### src/rtl/ctrl_redir_pkg.sv
package ctrl_redir_pkg;
  typedef enum logic {
    FLD_DEV_ADDR = 1'b0,
    FLD_PORT_SEL = 1'b1
  } wr_field_e;

  localparam int unsigned CONF_W = 2;
  localparam logic [CONF_W-1:0] CONF_DEV = '0;
endpackage

### src/rtl/redir_mode_decode.sv
module redir_mode_decode
  import ctrl_redir_pkg::*;
(
  input  logic              clk_i,
  input  logic              rst_ni,
  input  logic              activate_i,
  input  logic [CONF_W-1:0] conf_i,
  output logic              act_o,
  output logic              dev_next_o,
  output logic              dev_mode_o
);
  logic boot_q, dev_q;

  // first cycle after reset behaves as an activation
  assign act_o      = activate_i | boot_q;
  assign dev_next_o = (conf_i == CONF_DEV);
  assign dev_mode_o = dev_q;

  always_ff @(posedge clk_i or negedge rst_ni) begin
    if (!rst_ni) begin
      boot_q <= 1'b1;
      dev_q  <= 1'b0;
    end else begin
      boot_q <= 1'b0;
      if (act_o) dev_q <= dev_next_o;
    end
  end
endmodule

### src/rtl/redir_bus_monitor.sv
module redir_bus_monitor #(
  parameter int unsigned SYNC_STAGES = 2
) (
  input  logic clk_i,
  input  logic rst_ni,
  input  logic scl_i,
  input  logic sda_i,
  input  logic clr_i,
  output logic busy_o
);
  logic [SYNC_STAGES-1:0] scl_st, sda_st;
  logic scl_prev, sda_prev, busy_q;
  logic scl_now, sda_now, start_det, stop_det;

  for (genvar i = 0; i < SYNC_STAGES; i++) begin : g_sync
    if (i == 0) begin : g_first
      always_ff @(posedge clk_i or negedge rst_ni) begin
        if (!rst_ni) begin
          scl_st[i] <= 1'b1;
          sda_st[i] <= 1'b1;
        end else begin
          scl_st[i] <= scl_i;
          sda_st[i] <= sda_i;
        end
      end
    end else begin : g_next
      always_ff @(posedge clk_i or negedge rst_ni) begin
        if (!rst_ni) begin
          scl_st[i] <= 1'b1;
          sda_st[i] <= 1'b1;
        end else begin
          scl_st[i] <= scl_st[i-1];
          sda_st[i] <= sda_st[i-1];
        end
      end
    end
  end

  assign scl_now   = scl_st[SYNC_STAGES-1];
  assign sda_now   = sda_st[SYNC_STAGES-1];
  assign start_det = scl_now & scl_prev & sda_prev & ~sda_now;
  assign stop_det  = scl_now & scl_prev & ~sda_prev & sda_now;
  assign busy_o    = busy_q;

  always_ff @(posedge clk_i or negedge rst_ni) begin
    if (!rst_ni) begin
      scl_prev <= 1'b1;
      sda_prev <= 1'b1;
      busy_q   <= 1'b0;
    end else begin
      scl_prev <= scl_now;
      sda_prev <= sda_now;
      if (clr_i || stop_det) busy_q <= 1'b0;
      else if (start_det)    busy_q <= 1'b1;
    end
  end

  p_busy_start_r8: assert property (@(posedge clk_i) disable iff (!rst_ni)
    (start_det && !clr_i) |=> busy_o);
endmodule

### src/rtl/redir_port_ctrl.sv
module redir_port_ctrl (
  input  logic clk_i,
  input  logic rst_ni,
  input  logic act_i,
  input  logic boot_dev_i,
  input  logic dev_mode_i,
  input  logic sel_we_i,
  input  logic sel_sec_i,
  input  logic busy_i,
  output logic sec_act_o,
  output logic switch_o
);
  logic req_q, sec_q;

  assign switch_o  = !act_i && !busy_i && (req_q != sec_q);
  assign sec_act_o = sec_q;

  always_ff @(posedge clk_i or negedge rst_ni) begin
    if (!rst_ni) begin
      req_q <= 1'b0;
      sec_q <= 1'b0;
    end else if (act_i) begin
      req_q <= boot_dev_i;
      sec_q <= boot_dev_i;
    end else begin
      if (sel_we_i && dev_mode_i) req_q <= sel_sec_i;
      if (switch_o)               sec_q <= req_q;
    end
  end

  p_switch_idle_r8: assert property (@(posedge clk_i) disable iff (!rst_ni)
    ((sec_q != $past(sec_q)) && !$past(act_i)) |-> !$past(busy_i));

  p_nondev_primary_r7: assert property (@(posedge clk_i) disable iff (!rst_ni)
    !dev_mode_i |-> !sec_q);
endmodule

### src/rtl/redir_addr_reg.sv
module redir_addr_reg #(
  parameter int unsigned     ADDR_W = 7,
  parameter logic [ADDR_W-1:0] RST_ADDR = 7'h1A
) (
  input  logic              clk_i,
  input  logic              rst_ni,
  input  logic              act_i,
  input  logic              dev_mode_i,
  input  logic              we_i,
  input  logic              src_sec_i,
  input  logic [ADDR_W-1:0] data_i,
  output logic [ADDR_W-1:0] addr_o
);
  logic [ADDR_W-1:0] addr_q;
  logic accept;

  assign accept = we_i && dev_mode_i && src_sec_i;
  assign addr_o = addr_q;

  always_ff @(posedge clk_i or negedge rst_ni) begin
    if (!rst_ni)     addr_q <= RST_ADDR;
    else if (act_i)  addr_q <= RST_ADDR;
    else if (accept) addr_q <= data_i;
  end

  p_addr_guard_r6: assert property (@(posedge clk_i) disable iff (!rst_ni)
    (!accept && !act_i) |=> $stable(addr_q));
endmodule

### src/rtl/ctrl_port_redirect.sv
module ctrl_port_redirect
  import ctrl_redir_pkg::*;
#(
  parameter int unsigned       ADDR_W      = 7,
  parameter logic [ADDR_W-1:0] SEC_ADDR    = 7'h34,
  parameter logic [ADDR_W-1:0] PRI_RST     = 7'h1A,
  parameter int unsigned       SYNC_STAGES = 2
) (
  input  logic              clk_i,
  input  logic              rst_ni,
  input  logic              activate_i,
  input  logic [1:0]        conf_i,
  input  logic              pri_scl_i,
  input  logic              pri_sda_i,
  output logic              pri_sda_pull_o,
  input  logic              sec_scl_i,
  input  logic              sec_sda_i,
  output logic              sec_sda_pull_o,
  output logic              slv_scl_o,
  output logic              slv_sda_o,
  input  logic              slv_sda_pull_i,
  input  logic              wr_en_i,
  input  logic              wr_field_i,
  input  logic              wr_src_sec_i,
  input  logic [ADDR_W-1:0] wr_data_i,
  output logic [ADDR_W-1:0] slv_addr_o
);
  logic act, dev_next, dev_mode, busy, sec_act, do_switch;
  logic addr_we, sel_we;
  logic [ADDR_W-1:0] pri_addr;
  wr_field_e fld;

  assign fld     = wr_field_e'(wr_field_i);
  assign addr_we = wr_en_i && (fld == FLD_DEV_ADDR);
  assign sel_we  = wr_en_i && (fld == FLD_PORT_SEL);

  redir_mode_decode i_mode (
    .clk_i, .rst_ni, .activate_i, .conf_i,
    .act_o(act), .dev_next_o(dev_next), .dev_mode_o(dev_mode)
  );

  redir_bus_monitor #(.SYNC_STAGES(SYNC_STAGES)) i_mon (
    .clk_i, .rst_ni,
    .scl_i(slv_scl_o), .sda_i(slv_sda_o),
    .clr_i(do_switch | act), .busy_o(busy)
  );

  redir_port_ctrl i_port (
    .clk_i, .rst_ni, .act_i(act), .boot_dev_i(dev_next), .dev_mode_i(dev_mode),
    .sel_we_i(sel_we), .sel_sec_i(wr_data_i[0]), .busy_i(busy),
    .sec_act_o(sec_act), .switch_o(do_switch)
  );

  redir_addr_reg #(.ADDR_W(ADDR_W), .RST_ADDR(PRI_RST)) i_addr (
    .clk_i, .rst_ni, .act_i(act), .dev_mode_i(dev_mode), .we_i(addr_we),
    .src_sec_i(wr_src_sec_i), .data_i(wr_data_i), .addr_o(pri_addr)
  );

  always_comb begin
    if (sec_act) begin
      slv_scl_o      = sec_scl_i;
      slv_sda_o      = sec_sda_i;
      sec_sda_pull_o = slv_sda_pull_i;
      pri_sda_pull_o = 1'b0;
      slv_addr_o     = SEC_ADDR;
    end else begin
      slv_scl_o      = pri_scl_i;
      slv_sda_o      = pri_sda_i;
      pri_sda_pull_o = slv_sda_pull_i;
      sec_sda_pull_o = 1'b0;
      slv_addr_o     = pri_addr;
    end
  end

  p_pull_excl_r3: assert property (@(posedge clk_i) disable iff (!rst_ni)
    $onehot0({pri_sda_pull_o, sec_sda_pull_o}));

  p_activate_r9: assert property (@(posedge clk_i) disable iff (!rst_ni)
    act |=> (slv_addr_o == (($past(conf_i) == CONF_DEV) ? SEC_ADDR : PRI_RST)));
endmodule

### config.mk
export PLATFORM = sky130hd
export DESIGN_NAME = ctrl_port_redirect
export DESIGN_NICKNAME = d
export VERILOG_FILES = /design/src/rtl/ctrl_redir_pkg.sv /design/src/rtl/redir_mode_decode.sv /design/src/rtl/redir_bus_monitor.sv /design/src/rtl/redir_port_ctrl.sv /design/src/rtl/redir_addr_reg.sv /design/src/rtl/ctrl_port_redirect.sv
export SDC_FILE = /design/constraint.sdc
export NUM_CORES = 1
export LEC_CHECK = 0
export BUFFER_PORTS_ARGS = -buffer_cell sky130_fd_sc_hd__buf_4
export CAP_MARGIN = 0
export CORE_UTILIZATION = 50
export CTS_BUF_LIST = sky130_fd_sc_hd__clkbuf_4 sky130_fd_sc_hd__clkbuf_8
export DETAILED_ROUTE_END_ITERATION = 10
export PLACE_DENSITY = 0.87
export SETUP_SLACK_MARGIN = 0.15
export SYNTH_ARGS = -nofsm -noshare
export SYNTH_HDL_FRONTEND = slang
export SYNTH_HIERARCHICAL = 1
export SYNTH_SLANG_ARGS = --single-unit
### constraint.sdc
create_clock -name clk_i -period 1.43 [get_ports clk_i]
set_clock_uncertainty 0.1 [all_clocks]
set_input_delay 0.2145 -clock clk_i [delete_from_list [all_inputs] [get_ports clk_i]]
set_output_delay 0.2145 -clock clk_i [all_outputs]
set_load 0.02 [all_outputs]
==> results.toml <==
[floorplan]
core_area_sq_um = 1577
fp.dieArea_sq_um = 1918
ios = 31
fp.dieH_microns = 43.80
rows = 14
initial_core_util = 0.5540
die_width_microns = 43.80

[setup_path]
critPathMaxStageDelay_ps = 460
path_delay_family = "flip-flops"
rr_endpoint = "i_mon/busy_o"
critPathRequiredTime_ps = 1120
reg2reg_slack_ps = 20
arrival_ps = 1250
crit_top_cell = "buf_6"
r2r-start = "i_port/sec_act_o"
end_kind = "output pin"
crit_path_top_delay_cell = "dfrtp_2"
cp-start-kind = "register"
rr_worst_depth = 6
path_cells = "buf_6 > or2_1 > buf_6"
cp-startpoint = "i_port/sec_act_o"
critPathMaxFanout = 8
critPathBufInv = 2
worstSetupPathType = "reg2out"

[timing]
period_needed_ps = 1565
finalCritPeriodShare = 1.094
rsz0062_at_grt = "true"
finalMaxSlewViolations = 0
fin_ws_ps = -134.6
setup_viol = 10
max_freq_ghz = 0.6391
hold_viol = 0

[yosys]
postSynthAreaPerCell_sq_um = 11.64
synthCells = 75
yosys.area_share.simple = 0.2378
synth_top_family_by_area = "simple AND/OR/NAND/NOR gates"
netlist_top_cells_area = "dfstp_2 (30%), dfrtp_1 (23%), mux2i_1 (9.2%)"
synth_compound_area_frac = 0.04298
yosys_register_bits = 18
synth_nets = 95
ys_warn_count = 6
synth.area.mux_share = 0.1390
synth-adder-area-share = 0
seq_area_frac_synth = 0.5301
ys_types = 28
syn-cell-area_sq_um = 873.3
synth_xor_area_frac = 0.01003
synth_top_area_share = 0.3009
synth_top_area_cell = "dfstp_2"

[routing]
drtIter0Drc = 10
drcViolationCount = 1
ant_nets = 0
first_pass_iters = 7
vias = 676
via_per_inst = 5.200
wl_mm = 1.944
post_drt_wl_per_cell_microns = 14.95

[layout]
areaGrowthSynthToFinish_pct = 46.99
final_common_cell = "buf_4"
final_util = 0.8143
fin_area_sq_um = 1284
diodes = 0
fin_nets = 135
fillers = 91
most-common-layout-cells = "buf_4 (21), buf_6 (13), dfstp_2 (10)"
layout-drive-gt1-share = 0.5877

[min_path]
min_from = "wr_data_i[5]"
hold_path_end = "i_addr/addr_o[5]"
min_path_cells = 3
hold_class = "in2reg"

[outcome]
violations = "design-rule violations, negative setup slack"
status = "complete, but fails checks"

[global_route]
grt_pass1_wl_mm = 2.822
overflow = 0
antenna_found_initial = 0
first_global_vias = 696
grtUsageTotal = 0.2019
grt_max_degree = 19

[clocking]
h-tree-depth = 1
cts_inserted_buffers = 3
insertion_delay_ps = 290
clockBufferDepth = 2
path_clk_slew_ps = 110
cts_num_sinks = 18
clockRootBuffer = "clkbuf_4"
cts_tree = "built"

[placed_design]
dp.final_hpwl_mm = 1.240
numPortBuffers = 30
dpl_cell_area_sq_um = 1106
place.gp.congestion = 0.7199

[job]
maxCapViolCount = 0

[power]
ir_drop_mv = 0.7036
powerDensity_nw_per_um2 = 888.3
leakagePower_nw = 0.5867
## per-stage QoR
stage / TNS (ps) / total power [mW] / cells / hold slack, ps / setup slack [ps]
after floorplan: 0 / 0.6777 / 75 / -181.1 / 203.4
after global placement: 0 / 0.7632 / 120 / -9.975 / 137.7
after detailed placement: 0 / 0.7715 / 120 / -8.221 / 131.3
after CTS: -985.9 / 1.117 / 127 / 68.52 / -128.8
after global routing: -1495 / 1.188 / 130 / 72.61 / -178.2
final: -1091 / 1.140 / 130 / 71.10 / -134.6
## flip-flops by register name, indices dropped and copies added, names as in the netlist
register,flops
i_addr/addr_o,7
i_mon/sda_st,1
i_mon/sda_now,1
i_mon/scl_now,1
i_port/sec_act_o,1
i_mon/scl_st,1
i_mon/sda_prev,1
i_mode/boot_q,1
i_port/req_q,1
i_mon/busy_o,1
i_mode/dev_mode_o,1
i_mon/scl_prev,1
## worst reg2reg max path: cells and delay by family, from the launching register on
kind | cells | cell delay, ps
XOR/XNOR | 1 | 110
AND/OR/NAND/NOR | 2 | 290
flip-flops | 1 | 460
AO/OA/AOI/OAI | 1 | 110
buffers and inverters | 2 | 260
## how the worst max path moves through the flow
stage | end | depth (start not counted)
after floorplan | i_mon/busy_o | 4
after global placement | slv_addr_o[5] | 3
after detailed placement | slv_addr_o[4] | 3
after CTS | slv_scl_o | 2
after global routing | slv_addr_o[2] | 3
final | slv_addr_o[4] | 3
## logic make-up (layout without fill, tap and decap cells)
group           count (synthesis)  after routing
compound gates                  6              6
xor+xnor                        1              1
buf+inv                         4             42
flops                          18             18
mux                            11             11
other cells                     1              1
simple gates                   34             35
## layout make-up
| type | instances | area (sq um) | share of cell area |
|---|---|---|---|
| clock buffers | 4 | 36.28 | 0.02827 |
| well taps | 16 | 20.02 | 0.01559 |
| flip-flops and latches | 18 | 464.2 | 0.3616 |
| inverters | 1 | 3.754 | 0.002924 |
| repair buffers | 37 | 354.1 | 0.2758 |
| multi-input cells | 54 | 405.4 | 0.3158 |
## report_power, final
group          total, mW  switching [mW]  internal [mW]
clock network      0.317           0.162          0.155
logic              0.252           0.101          0.151
registers          0.571          0.0212          0.550
## cells in the mapped netlist
master and instances:
o21ai_0 1, nor2b_2 1, a21oi_1 2, xnor2_1 1
and2_2 1, a211oi_1 1, and2b_2 5, nor2_1 8
and2_1 1, nand2_1 1, dfrtp_1 8, and3_1 1
nand2b_1 8, a311oi_1 1, or2_2 1, conb_1 1
inv_1 1, nor3_1 1, nor2b_1 1, buf_2 1
buf_6 2, a31oi_1 1, mux2_2 1, or2_1 4
mux2_4 2, mux2i_1 8, dfstp_2 10, or2_4 1
## timing repair
item / CTS / global route
endpoints found under the hold margin: 18 / 0
setup buffers: 2 / 1
cloned: 0 / 2
endpoints found under the setup margin: 15 / 19
gates resized for setup: 15 / 7
hold buffers: 1 / 0
pin swaps: 3 / 2
## metal layers
layer	vias up	part of all wire	track usage
li1	324	-	-
met1	330	0.41	0.2222
met2	18	0.55	0.3791
met3	4	0.027	0.03750
met4	0	0.011	0.07500
met5	-	0	0
Power figures use the tool's default switching activity.
